==> config.mk <==
export PLATFORM = sky130hd
export DESIGN_NAME = lfps_bit_classifier
export DESIGN_NICKNAME = d
export VERILOG_FILES = /design/src/rtl/lfps_pkg.sv /design/src/rtl/lfps_run_cnt.sv /design/src/rtl/lfps_win_chk.sv /design/src/rtl/lfps_bit_classifier.sv
export SDC_FILE = /design/constraint.sdc
export NUM_CORES = 1
export LEC_CHECK = 0
export BUFFER_PORTS_ARGS = -buffer_cell sky130_fd_sc_hd__buf_4
export CORE_MARGIN = 4
export CORE_UTILIZATION = 53
export CTS_BUF_LIST = sky130_fd_sc_hd__clkbuf_8 sky130_fd_sc_hd__clkbuf_16
export CTS_CLUSTER_DIAMETER = 120
export DETAILED_ROUTE_END_ITERATION = 8
export GPL_ROUTABILITY_DRIVEN = 1
export PLACE_DENSITY = 0.81
export SETUP_SLACK_MARGIN = 0.1
export SYNTH_ARGS = -nofsm -noshare
export SYNTH_HDL_FRONTEND = slang
export SYNTH_SLANG_ARGS = --single-unit
==> constraint.sdc <==
create_clock -name clk_i -period 1.54 [get_ports clk_i]
set_input_delay 0.154 -clock clk_i [delete_from_list [all_inputs] [get_ports clk_i]]
set_output_delay 0.154 -clock clk_i [all_outputs]
set_load 0.02 [all_outputs]
==> src/rtl/lfps_pkg.sv <==
package lfps_pkg;
  function automatic int cnt_w(input int limit);
    return $clog2(limit + 1);
  endfunction

  function automatic int max2(input int a, input int b);
    return (a > b) ? a : b;
  endfunction
endpackage

==> src/rtl/lfps_run_cnt.sv <==
module lfps_run_cnt #(
  parameter int LIMIT  = 19,
  parameter bit ACTIVE = 1'b0,
  parameter int W      = 5
) (
  input  logic         clk_i,
  input  logic         rst_ni,
  input  logic         line_i,
  input  logic         line_q_i,
  output logic [W-1:0] cnt_o
);
  localparam logic [W-1:0] LIM_C = W'(LIMIT);

  // holds its value while the line is inactive so the run length is visible at the edge
  always_ff @(posedge clk_i or negedge rst_ni) begin
    if (!rst_ni) begin
      cnt_o <= '0;
    end else if (line_i == ACTIVE) begin
      if (line_q_i != ACTIVE)  cnt_o <= W'(1);
      else if (cnt_o != LIM_C) cnt_o <= cnt_o + 1'b1;
    end
  end
endmodule

==> src/rtl/lfps_win_chk.sv <==
module lfps_win_chk #(
  parameter int W  = 8,
  parameter int LO = 0,
  parameter int HI = 0
) (
  input  logic [W-1:0] cnt_i,
  output logic         hit_o
);
  localparam logic [W-1:0] LO_C = W'(LO);
  localparam logic [W-1:0] HI_C = W'(HI);

  assign hit_o = (cnt_i >= LO_C) && (cnt_i <= HI_C);
endmodule

==> src/rtl/lfps_bit_classifier.sv <==
module lfps_bit_classifier
  import lfps_pkg::*;
#(
  parameter int LOW_MIN  = 16,
  parameter int LOW_MAX  = 18,
  parameter int ZERO_MIN = 102,
  parameter int ZERO_MAX = 104,
  parameter int ONE_MIN  = 180,
  parameter int ONE_MAX  = 184
) (
  input  logic clk_i,
  input  logic rst_ni,
  input  logic idle_i,
  output logic zero_o,
  output logic one_o,
  output logic bad_o
);
  localparam int LO_LIM = LOW_MAX + 1;
  localparam int HI_LIM = max2(ZERO_MAX, ONE_MAX) + 1;
  localparam int LO_W   = cnt_w(LO_LIM);
  localparam int HI_W   = cnt_w(HI_LIM);

  logic            line_q;
  logic            armed_q;
  logic [LO_W-1:0] lo_cnt;
  logic [HI_W-1:0] hi_cnt;
  logic            lo_hit, zero_hit, one_hit;
  logic            rise, fall, close;

  lfps_run_cnt #(.LIMIT(LO_LIM), .ACTIVE(1'b0), .W(LO_W)) u_lo_cnt (
    .clk_i(clk_i), .rst_ni(rst_ni), .line_i(idle_i), .line_q_i(line_q), .cnt_o(lo_cnt)
  );

  lfps_run_cnt #(.LIMIT(HI_LIM), .ACTIVE(1'b1), .W(HI_W)) u_hi_cnt (
    .clk_i(clk_i), .rst_ni(rst_ni), .line_i(idle_i), .line_q_i(line_q), .cnt_o(hi_cnt)
  );

  lfps_win_chk #(.W(LO_W), .LO(LOW_MIN), .HI(LOW_MAX)) u_lo_win (
    .cnt_i(lo_cnt), .hit_o(lo_hit)
  );

  lfps_win_chk #(.W(HI_W), .LO(ZERO_MIN), .HI(ZERO_MAX)) u_zero_win (
    .cnt_i(hi_cnt), .hit_o(zero_hit)
  );

  lfps_win_chk #(.W(HI_W), .LO(ONE_MIN), .HI(ONE_MAX)) u_one_win (
    .cnt_i(hi_cnt), .hit_o(one_hit)
  );

  assign rise  = idle_i & ~line_q;
  assign fall  = ~idle_i & line_q;
  assign close = fall & armed_q;

  // line_q resets high so a low right after reset starts a fresh low run
  always_ff @(posedge clk_i or negedge rst_ni) begin
    if (!rst_ni) begin
      line_q  <= 1'b1;
      armed_q <= 1'b0;
    end else begin
      line_q <= idle_i;
      if (rise)      armed_q <= lo_hit;
      else if (fall) armed_q <= 1'b0;
    end
  end

  assign zero_o = close & zero_hit;
  assign one_o  = close & one_hit;
  assign bad_o  = close & ~zero_hit & ~one_hit;
endmodule

Yosys cells after proc, flatten, opt, wreduce, memory -nomap -nowiden
Index checks and enable logic that the tools add are counted.
{"block": "totals", "register_bits": 15, "output_inout_bits": 3, "ramBits": 0, "latch_bits": 0, "mem_count": 0, "word_cells": 39, "mem_bits_ro": 0, "inputBits": 3}
{"block": "op_classes", "mul": 0, "n_eq_ne": 3, "muxes": 6, "n_bitwise": 11, "n_addsub": 2, "reduce_logical": 7, "shifts": 0, "div": 0, "n_lt_le_gt_ge": 6}
{"op": "$mux W8", "count": 2}
{"op": "$mux W5", "count": 2}
{"op": "$add A8 B1 Y8 const B", "count": 1}
{"op": "$ge A8 B7 Y1 const B", "count": 1}
{"op": "$ge A8 B8 Y1 const B", "count": 1}
{"op": "$le A8 B7 Y1 const B", "count": 1}
{"op": "$le A8 B8 Y1 const B", "count": 1}
{"op": "$ne A8 B8 Y1 const B", "count": 1}
{"op": "$and A1 B1 Y1", "count": 7}
{"op": "$add A5 B1 Y5 const B", "count": 1}
{"op": "$ge A5 B5 Y1 const B", "count": 1}
{"op": "$le A5 B5 Y1 const B", "count": 1}
{"op": "$ne A5 B5 Y1 const B", "count": 1}
{"op": "$not A1 Y1", "count": 4}
{"op": "$reduce_and A2 Y1", "count": 2}
{"op": "$reduce_bool A2 Y1", "count": 2}
{"op": "$logic_and A1 B1 Y1", "count": 3}
{"op": "$mux W1", "count": 2}
{"op": "$ne A2 B1 Y1 const B", "count": 1}

Longest topological paths before layout
Gate-level depths: netlist of the first run.
{"block": "depth", "ltp_word": 5, "depth_mapped": 5, "ltp_nobuf": 5}

Hierarchy
Synthesis of the first run repeated with hierarchy kept, for this count alone.
{"block": "hier_totals", "cells_unflattened": 103, "area_unflattened_um2": 1009.7}
{"module": "lfps_run_cnt (u_hi_cnt)", "cells_each": 49, "instances": 1, "seq_area_each_um2": 200.2, "area_each_um2": 484.2}
{"module": "lfps_run_cnt (u_lo_cnt)", "cells_each": 31, "instances": 1, "seq_area_each_um2": 125.1, "area_each_um2": 314.1}
{"module": "lfps_bit_classifier", "cells_each": 13, "instances": 1, "seq_area_each_um2": 51.3, "area_each_um2": 125.1}
{"module": "lfps_win_chk (u_zero_win)", "cells_each": 4, "instances": 1, "seq_area_each_um2": 0.0, "area_each_um2": 36.3}
{"module": "lfps_win_chk (u_one_win)", "cells_each": 4, "instances": 1, "seq_area_each_um2": 0.0, "area_each_um2": 31.3}
{"module": "lfps_win_chk (u_lo_win)", "cells_each": 2, "instances": 1, "seq_area_each_um2": 0.0, "area_each_um2": 18.8}

Least setup slack after synthesis of the first run
No wires, ideal clock.
{"block": "synth_timing", "path_type": "reg2out", "startpoint": "register u_hi_cnt.cnt_o[0]", "endpoint": "output port one_o", "t_arrival_ns": 1.498, "path_buffers": 0, "path_stages_with_launch": 6, "required_time_ns": 1.386, "path_slack_ns": -0.112, "path_cell_list": "dfrtp_1 > inv_1 > ha_1 > nand2b_1 > a2111oi_1 > nor2b_1"}
{"block": "synth_via", "elab_chain_len": 3, "elab_cells_between_ends": 4, "classes_between": "2 x order compare; 1 x bitwise; 1 x reduce/logical"}
{"element": "start, declared", "line": "lfps_run_cnt.sv:10", "rtl": "output logic [W-1:0] cnt_o"}
{"element": "start signal, assigned", "line": "lfps_run_cnt.sv:20", "rtl": "else if (cnt_o != LIM_C) cnt_o <= cnt_o + 1'b1;"}
{"element": "$ge A8 B8 Y1 / $le A8 B8 Y1 (equally long branches)", "line": "lfps_win_chk.sv:12", "rtl": "assign hit_o = (cnt_i >= LO_C) && (cnt_i <= HI_C);"}
{"element": "$logic_and A1 B1 Y1 *", "line": "lfps_win_chk.sv:12"}
{"element": "$and A1 B1 Y1 *", "line": "lfps_bit_classifier.sv:67", "rtl": "assign one_o = close & one_hit;"}
{"element": "end, declared", "line": "lfps_bit_classifier.sv:15", "rtl": "output logic one_o,"}
Every way passes the cells marked *; elsewhere a longest branch is shown, timed or not.

Final worst setup path of the first run
{"block": "layout_timing", "startpoint": "register u_hi_cnt.cnt_o[1]", "endpoint": "output port zero_o"}
{"block": "layout_via", "elab_chain_len": 3, "elab_cells_between_ends": 4, "classes_between": "2 x order compare; 1 x bitwise; 1 x reduce/logical"}
{"element": "$ge A8 B7 Y1 / $le A8 B7 Y1 (equally long branches)", "line": "lfps_win_chk.sv:12"}
{"element": "$logic_and A1 B1 Y1 *", "line": "lfps_win_chk.sv:12"}
{"element": "$and A1 B1 Y1 *", "line": "lfps_bit_classifier.sv:66", "rtl": "assign zero_o = close & zero_hit;"}
{"element": "end, declared", "line": "lfps_bit_classifier.sv:14", "rtl": "output logic zero_o,"}
Marked as above.

==> flow_summary.yaml, run 1 <==
outcome:
  status: "complete, but fails checks"
  violations: "negative setup slack"
place:
  dpl.hpwl_um: 1650
  io_buffers: 5
  gp_congestion: 0.819
critical_path:
  critPathMaxStageDelay_ns: 0.35
  cpMostUsedCell: "buf_4"
  cp_data_required_time_ns: 1.39
  cp.depth: 6
  crit_family: "flip-flops"
  path_class: "flop to primary output"
  cp_data_arrival_time_ns: 1.63
  crit_path_end_kind: "primary output"
  worst_setup_path_start_kind: "flop"
  crit_slowest_cell: "dfrtp_1"
  path_buf_inv: 2
  path_cells: "buf_4 > ha_1 > nor2_2 > o32ai_2 > and4_4 > buf_4"
  ff2ff_path_depth: 7
  path_max_fanout: 4
route:
  wire_per_inst_um: 16.5
  antenna_left: 0
  drtIter0Drc: 21
  viasPerCell: 5.91
  drc: 0
  drt_first_pass_iters: 4
  vias: 904
  wirelength_um: 2530
floorplanning:
  io_pins: 6
  start_util_pct: 57.3
  rows: 15
  die-area_mm2: 0.00267
  die_height_um: 51.7
  fp.coreArea_mm2: 0.00176
  die_w_um: 51.7
logic_synthesis:
  synth.most_common_cell: "dfrtp_1"
  async_reset_ff_share_pct: 100
  syn-cell-area_mm2: 0.00101
  synth_top_cell_area_share_pct: 34.7
  synth_area_leaders: "dfrtp_1 35%, ha_1 9.9%, mux2i_1 5.9%"
  synthFlopType: "dfrtp_1"
  ys_seq_area_share_pct: 37.3
  synth_common_cells: "14 x dfrtp_1, 12 x nand2_1, 8 x ha_1"
  synth-seq-cells: 15
  synth.distinct_cells: 37
  synth_cells: 107
  avgSynthCellArea_um2: 9.45
  ys_warn_count: 0
  synth_edf_count: 0
  syn-num-nets: 118
  synth_area_leader_cell: "dfrtp_1"
grt:
  grt_overflow: 0
  track_usage_pct: 21.3
  grt_pass1_wl_um: 4150
  antenna_found_initial: 0
  grt_max_degree: 16
  first_global_vias: 924
sta:
  slew_headroom_pct: 76.9
  setup_ws_ns: -0.241
  max_freq_mhz: 561
  tightest_slew_ns: 0.344
  tns_ns: -0.789
  post-route-period-util_pct: 116
  setup_violations: 5
  fin_crit_ns: 1.78
  hold_viol_final: 0
  grt_setup_unrepaired: "yes"
  clock-skew-final_ns: 0.00290
  slew_violations: 0
clock_network:
  clock_sinks: 15
  htree_num_levels: 1
  cts_tree: "built"
  clockRootBuffer: "clkbuf_8"
  numCtsBuffers: 3
  cts_buffer_depth: 2
  clk_latency_ns: 0.25
  cts.clk_slew.worst_paths_ns: 0.07
power:
  power.total_mw: 1.43
  pwr_density_cell_mw_per_mm2: 1080
  ir_worst_vdd_uv: 726
  leakage_nw: 0.624
final_layout:
  final_nets: 140
  layout-drive-gt1-share_pct: 33.6
  area_delta_synth_final_pct: 31.7
  diodes: 0
min_path:
  min_path_type: "input port to flop"
  whs_path_depth: 2
run:
  max-cap-violations: 0
-- cell families after synthesis --
family,synth area share [%]
and+or+nand+nor,22.9
buffers and inverters,4.95
AOI/OAI and AO/OA,17.6
DFF,37.3
adders and majority gates,9.90
muxes,7.43
-- timing repair --
action,CTS,global route
resized for setup,13,2
buffers inserted,2,1
endpoints found under the hold margin,15,0
hold buffers,1,0
pin swaps,5,1
setup endpoints to repair,10,11
-- state kept, by name, indices dropped and copies added, names as in the netlist --
| register | cells |
|---|---|
| armed_q | 1 |
| u_hi_cnt.cnt_o | 8 |
| u_lo_cnt.cnt_o | 5 |
| line_q | 1 |
-- area by class of cell --
cell class / count / area, um2
clock inverter: 1 / 7.51
tap: 25 / 31.3
inverter: 7 / 26.3
multi-input combinational: 80 / 672
sequential: 15 / 378
fill: 125 / 433
clock buffer: 3 / 41.3
timing repair buffer: 22 / 175
-- through the flow --
stage                     hold WS (ns)  cell area (um2)  setup WS [ns]  utilization (%)  std cells
after floorplan                 -0.142             1040       -0.00482                -        107
after CTS                        0.217             1320         -0.214             74.8        153
after global placement          0.0206             1190        -0.0193             67.4        147
after global routing             0.222             1330         -0.325             75.5        153
after detailed placement        0.0208             1190        -0.0769             67.4        147
final                            0.219             1330         -0.241             75.5        153
-- cells in the final DEF, fill, tap and decap left out, types with 2 or more instances in the layout --
| cell type | count |
|---|---|
| o31ai_1 | 2 |
| buf_4 | 19 |
| nand2_1 | 12 |
| nand4_1 | 2 |
| nor3_1 | 3 |
| nand2b_1 | 2 |
| mux2i_1 | 6 |
| o21ai_0 | 5 |
| a211o_1 | 3 |
| buf_6 | 2 |
| nor2b_1 | 4 |
| ha_1 | 5 |
| nor2_1 | 4 |
| nor4_1 | 3 |
| clkbuf_8 | 3 |
| ha_4 | 3 |
| dfrtp_1 | 13 |
| inv_2 | 2 |
| inv_1 | 5 |
| o211a_1 | 2 |
| nand3_1 | 3 |
-- report_power, final --
group	total, mW	internal [mW]	switching, mW
logic	0.541	0.257	0.284
registers	0.551	0.470	0.0811
clock network	0.343	0.182	0.161
total	1.43	0.909	0.526
-- per-layer routing --
| layer | up-vias | share of wire [%] | GRT usage [%] |
|---|---|---|---|
| met5 | - | 0 | 0 |
| met1 | 452 | 44 | 25.0 |
| met4 | 0 | 2.4 | 8.73 |
| li1 | 426 | - | - |
| met3 | 9 | 1.7 | 2.87 |
| met2 | 17 | 52 | 38.6 |
-- worst paths after layout --
path                                               start                             to  slack [ns]
setup / recovery           u_hi_cnt.cnt_o[1]$_DFFE_PN0P_                         zero_o       -0.24
hold / removal                                    idle_i               line_q$_DFF_PN1_        0.22
setup reg to reg           u_hi_cnt.cnt_o[1]$_DFFE_PN0P_  u_hi_cnt.cnt_o[1]$_DFFE_PN0P_       -0.06
hold reg to reg                      armed_q$_DFFE_PN0P_            armed_q$_DFFE_PN0P_        0.55
max in group asynchronous                         rst_ni               line_q$_DFF_PN1_        0.99
min in group asynchronous                         rst_ni  u_lo_cnt.cnt_o[4]$_DFFE_PN0P_        0.30
-- worst register-to-register path: cells and delay by family, from the launching register on --
kind | cells | cell delay (ns)
buf+inv | 3 | 0.38
compound gates | 1 | 0.28
mux | 1 | 0.20
flops | 1 | 0.38
simple gates | 1 | 0.16
fa+ha+maj | 1 | 0.11
No activity file was read; power rests on OpenSTA's default activity.
==> inputs of run 2 (changes only) <==
RECOVER_POWER = 100   (was unset)
==> flow_summary.yaml, run 2 (synthesis results as in run 1) <==
sta:
  max_freq_mhz: 561
  grt_setup_unrepaired: "yes"
  fin_crit_ns: 1.78
  hold_viol_final: 0
  tightest_slew_ns: 0.839
  setup_ws_ns: -0.242
  slew_headroom_pct: 44.1
  post-route-period-util_pct: 116
  holdWs_ns: 0.274
  setup_violations: 9
  clock-skew-final_ns: 0.00246
  tns_ns: -0.915
  slew_violations: 0
grt:
  track_usage_pct: 21.3
  grt_max_degree: 16
  antenna_found_initial: 0
  grt_overflow: 0
  first_global_vias: 924
  grt_pass1_wl_um: 4150
critical_path:
  worst_setup_path_start_kind: "flop"
  path_cells: "buf_4 > ha_1 > nor2_2 > o32ai_2 > and4_4 > buf_4"
  crit_path_end_kind: "primary output"
  critPathMaxStageDelay_ns: 0.36
  cpMostUsedCell: "buf_4"
  path_class: "flop to primary output"
  path_max_fanout: 4
  r2r_slack_ns: -0.09
  cp_data_required_time_ns: 1.39
  cp_data_arrival_time_ns: 1.63
  crit_slowest_cell: "dfrtp_1"
floorplanning:
  io_pins: 6
  rows: 15
  die-area_mm2: 0.00267
  die_height_um: 51.7
  die_w_um: 51.7
  fp.coreArea_mm2: 0.00176
  start_util_pct: 57.3
route:
  drtIter0Drc: 21
  antenna_left: 0
  viasPerCell: 5.81
  drt_first_pass_iters: 4
  wirelength_um: 2520
  wire_per_inst_um: 16.4
  drc: 0
  vias: 889
clock_network:
  clockRootBuffer: "clkbuf_8"
  numCtsBuffers: 3
  cts_tree: "built"
  htree_num_levels: 1
  clk_latency_ns: 0.25
  cts_buffer_depth: 2
  cts.clk_slew.worst_paths_ns: 0.07
  clock_sinks: 15
final_layout:
  largest_reg_flops: 8
  diodes: 0
  layout-drive-gt1-share_pct: 32.0
  final_nets: 140
  final_area_mm2: 0.00132
  area_delta_synth_final_pct: 30.3
  largest-register: "u_hi_cnt.cnt_o"
  largest_registers: "u_hi_cnt.cnt_o (8), u_lo_cnt.cnt_o (5)"
  most-common-layout-cells: "16 x buf_4, 13 x dfrtp_1, 12 x nand2_1"
  mostFrequentLayoutCell: "buf_4"
power:
  pwr_density_cell_mw_per_mm2: 1090
  leakage_nw: 0.615
  ir_worst_vdd_uv: 711
place:
  dpl.hpwl_um: 1650
  place_area_mm2: 0.00119
  io_buffers: 5
  gp_congestion: 0.819
outcome:
  status: "complete, but fails checks"
  violations: "negative setup slack"
min_path:
  min_path_type: "input port to flop"
run:
  max-cap-violations: 0
## run 2: cell types whose count changed in the layout (fill, tap and decap cells not counted), sizes merged
cell,previous run,this run
clkbuf,3,7
buf,21,17
## run 2: final cells by class
cell class | instances | area [um2]
clock buffers | 3 | 41.3
clock inverters | 1 | 7.51
fillers | 130 | 447
inverters | 7 | 26.3
multi-input cells | 80 | 672
flip-flops and latches | 15 | 378
well taps | 25 | 31.3
repair buffers | 22 | 161
## run 2: path summary, 6_finish.rpt
kind	from	to	depth (start not counted)
min	idle_i	u_lo_cnt.cnt_o[1]$_DFFE_PN0P_	3
min in group asynchronous	rst_ni	u_lo_cnt.cnt_o[4]$_DFFE_PN0P_	2
max in group asynchronous	rst_ni	u_hi_cnt.cnt_o[3]$_DFFE_PN0P_	2
max	u_hi_cnt.cnt_o[1]$_DFFE_PN0P_	zero_o	6
max reg2reg	u_hi_cnt.cnt_o[1]$_DFFE_PN0P_	u_hi_cnt.cnt_o[1]$_DFFE_PN0P_	7
min reg2reg	armed_q$_DFFE_PN0P_	armed_q$_DFFE_PN0P_	2
## run 2: where the power goes
group,internal [mW],leakage (nW),total [mW],switching [mW]
combinational,0.253,0.401,0.535,0.282
clock,0.182,0.0217,0.343,0.161
sequential,0.470,0.192,0.551,0.0814
total,0.905,0.615,1.43,0.525
## run 2: timing repair
action,in CTS,in global routing
pin swaps,5,1
resized for setup,13,2
buffers inserted,2,1
hold buffers,1,0
hold endpoints to repair,15,0
setup endpoints to repair,10,11
## run 2: worst max-delay path: cells and delay by family, from the launching register on
kind	cells	cell delay (ns)
compound gates	1	0.27
fa+ha+maj	1	0.16
buf+inv	2	0.28
flops	1	0.36
simple gates	2	0.31
## run 2: per-layer routing
layer	part of all wire (%)	GRT usage (%)	wire (um)	vias to the layer above
met4	2.5	8.73	62	0
met3	1.5	2.87	37	9
met5	0	0	0	-
met2	52	38.6	1300	13
li1	-	-	-	426
met1	44	25.0	1110	441
## run 2: through the flow
| step | total power [mW] | utilization, % | std cells | setup WS [ns] |
|---|---|---|---|---|
| detailed placement | 0.976 | 67.4 | 147 | -0.0769 |
| global route | 1.52 | 74.7 | 153 | -0.325 |
| finish | 1.43 | 74.7 | 153 | -0.242 |
| CTS | 1.40 | 74.8 | 153 | -0.214 |
| global placement | 0.947 | 67.4 | 147 | -0.0193 |
| floorplan | 0.818 | - | 107 | -0.00482 |
==> inputs of run 3 (changes only) <==
ABC_AREA = 1   (was unset)
==> flow_summary.yaml, run 3 <==
outcome:
  status: "complete, but fails checks"
  violations: "negative setup slack"
floorplanning:
  die-area_mm2: 0.00282
  io_pins: 6
  die_height_um: 53.1
  fp.coreArea_mm2: 0.00194
  die_w_um: 53.1
  rows: 16
  start_util_pct: 55.4
final_layout:
  largest_registers: "u_hi_cnt.cnt_o (8), u_lo_cnt.cnt_o (5)"
  fin_cells: 195
  final_area_mm2: 0.00139
  final_nets: 180
  area_delta_synth_final_pct: 29.5
  largest_reg_flops: 8
  n_fill_cell: 159
  diodes: 0
  largest-register: "u_hi_cnt.cnt_o"
  most-common-layout-cells: "35 x nand2_1, 16 x buf_4, 14 x nor2_1"
  mostFrequentLayoutCell: "nand2_1"
  layout-drive-gt1-share_pct: 33.9
place:
  io_buffers: 5
  place_area_mm2: 0.00113
  gp_congestion: 0.885
  dpl.hpwl_um: 1650
  dp_cells: 176
route:
  viasPerCell: 5.27
  drc: 0
  drtIter0Drc: 29
  wirelength_um: 2640
  wire_per_inst_um: 13.5
  antenna_left: 0
  drt_first_pass_iters: 4
  vias: 1027
sta:
  grt_setup_unrepaired: "yes"
  setup_ws_ns: -0.0102
  setup_violations: 1
  tns_ns: -0.0102
  fin_crit_ns: 1.55
  hold_viol_final: 0
  max_freq_mhz: 645
  slew_violations: 0
  tightest_slew_ns: 0.839
  post-route-period-util_pct: 101
  slew_headroom_pct: 44.1
  clock-skew-final_ns: 0.00381
logic_synthesis:
  synthAdderAreaFrac_pct: 9.30
  synth_top_family_by_area: "simple AND/OR/NAND/NOR gates"
  ys_warn_count: 0
  syn-num-nets: 158
  synth_top_cell_area_share_pct: 32.6
  synthFlopType: "dfrtp_1"
  synth_common_cells: "40 x nand2_1, 18 x nor2_1, 14 x dfrtp_1, 14 x inv_1, 13 x nand3_1"
  synth.area.mux_share_pct: 0
  synth_cells: 147
  synth_area_leaders: "dfrtp_1 33%, nand2_1 14%, ha_1 9.3%"
  synth-seq-cells: 15
  synth.distinct_cells: 25
  avgSynthCellArea_um2: 7.32
  syn-cell-area_mm2: 0.00108
  synth_area_leader_cell: "dfrtp_1"
  synth_edf_count: 0
  yosys.area_share.simple_pct: 32.2
  ys_seq_area_share_pct: 35.0
  async_reset_ff_share_pct: 100
  synth.most_common_cell: "nand2_1"
  synthXorXnorAreaFrac_pct: 4.07
  synth-compound-area-share_pct: 10.6
critical_path:
  crit_path_end_kind: "primary output"
  path_class: "flop to primary output"
  cp_data_required_time_ns: 1.39
  cp_data_arrival_time_ns: 1.40
  worst_setup_path_start_kind: "flop"
  path_max_fanout: 4
  timing.rr.start: "u_hi_cnt.cnt_o[4]$_DFFE_PN0P_"
  startpoint: "u_hi_cnt.cnt_o[1]$_DFFE_PN0P_"
clock_network:
  numCtsBuffers: 3
  clock_sinks: 15
  clockRootBuffer: "clkbuf_8"
  htree_num_levels: 1
  cts_tree: "built"
  cts.clk_slew.worst_paths_ns: 0.05
  cts_buffer_depth: 2
  clk_latency_ns: 0.25
min_path:
  worstHoldStart: "idle_i"
  min_path_type: "input port to flop"
power:
  leakage_nw: 0.640
  pwr_density_cell_mw_per_mm2: 713
  power.total_mw: 0.994
  ir_worst_vdd_uv: 634
grt:
  track_usage_pct: 21.6
  grt_max_degree: 16
  antenna_found_initial: 0
  grt_pass1_wl_um: 4350
  first_global_vias: 1013
  grt_overflow: 0
run:
  max-cap-violations: 0
[run 3: cell families after synthesis]
logic type | Yosys count
XOR/XNOR | 5
buffers and inverters | 20
flip-flops | 15
AO/OA/AOI/OAI | 19
AND/OR/NAND/NOR | 80
adder cells (fa/ha/maj) | 8
[run 3: metal layers]
layer  wire [um]  vias up  GRT usage [%]
met1        1110      483           25.0
met3          86        7           2.54
met5           0        -              0
li1            -      512              -
met4          54        0           11.1
met2        1390       25           38.4
[run 3: path summary, 6_finish.rpt]
check | end | slack [ns] | cells past startpoint
hold reg to reg | armed_q$_DFFE_PN0P_ | 0.51 | 2
min in group asynchronous | u_hi_cnt.cnt_o[7]$_DFFE_PN0P_ | 0.54 | 2
hold / removal | line_q$_DFF_PN1_ | 0.09 | 1
setup / recovery | bad_o | -0.01 | 8
setup reg to reg | u_hi_cnt.cnt_o[1]$_DFFE_PN0P_ | 0.07 | 7
max in group asynchronous | u_hi_cnt.cnt_o[2]$_DFFE_PN0P_ | 0.42 | 2
[run 3: area by class of cell]
| type | count | area (um2) | share of cell area, % |
|---|---|---|---|
| flip-flops and latches | 15 | 383 | 27.5 |
| multi-input cells | 113 | 713 | 51.2 |
| repair buffers | 20 | 156 | 11.2 |
| clock inverters | 1 | 3.75 | 0.269 |
| inverters | 16 | 62.6 | 4.49 |
| clock buffers | 3 | 41.3 | 2.96 |
| well taps | 27 | 33.8 | 2.42 |
[run 3: report_power, final]
| group | leakage [nW] | internal [mW] | total [mW] | switching, mW |
|---|---|---|---|---|
| clock network | 0.0269 | 0.176 | 0.308 | 0.131 |
| registers | 0.190 | 0.421 | 0.454 | 0.0333 |
| logic | 0.423 | 0.100 | 0.232 | 0.132 |
| total | 0.640 | 0.697 | 0.994 | 0.297 |
[run 3: stage by stage]
step	setup WS (ns)	hold WS, ns	utilization (%)
finish	-0.0102	0.0863	71.8
global route	-0.0880	0.0857	71.8
CTS	-0.00517	0.0695	67.8
detailed placement	0.119	0.0197	58.1
global placement	0.141	0.0189	58.1
floorplan	0.162	-0.142	-
[run 3: what timing repair did]
action	CTS	global route
hold endpoints to repair	15	0
pin swaps	10	9
gates cloned	0	1
setup buffers	11	2
resized for setup	21	19
setup endpoints to repair	3	13
hold buffers	1	0
[run 3: worst max-delay path: stages (launching register included)]
cell     delay (ns)
dfrtp_1        0.42
inv_2          0.10
ha_4           0.13
nand3_1        0.07
nand2_1        0.08
nand2_2        0.06
nor2_1         0.10
nor2_1         0.05
buf_4          0.15
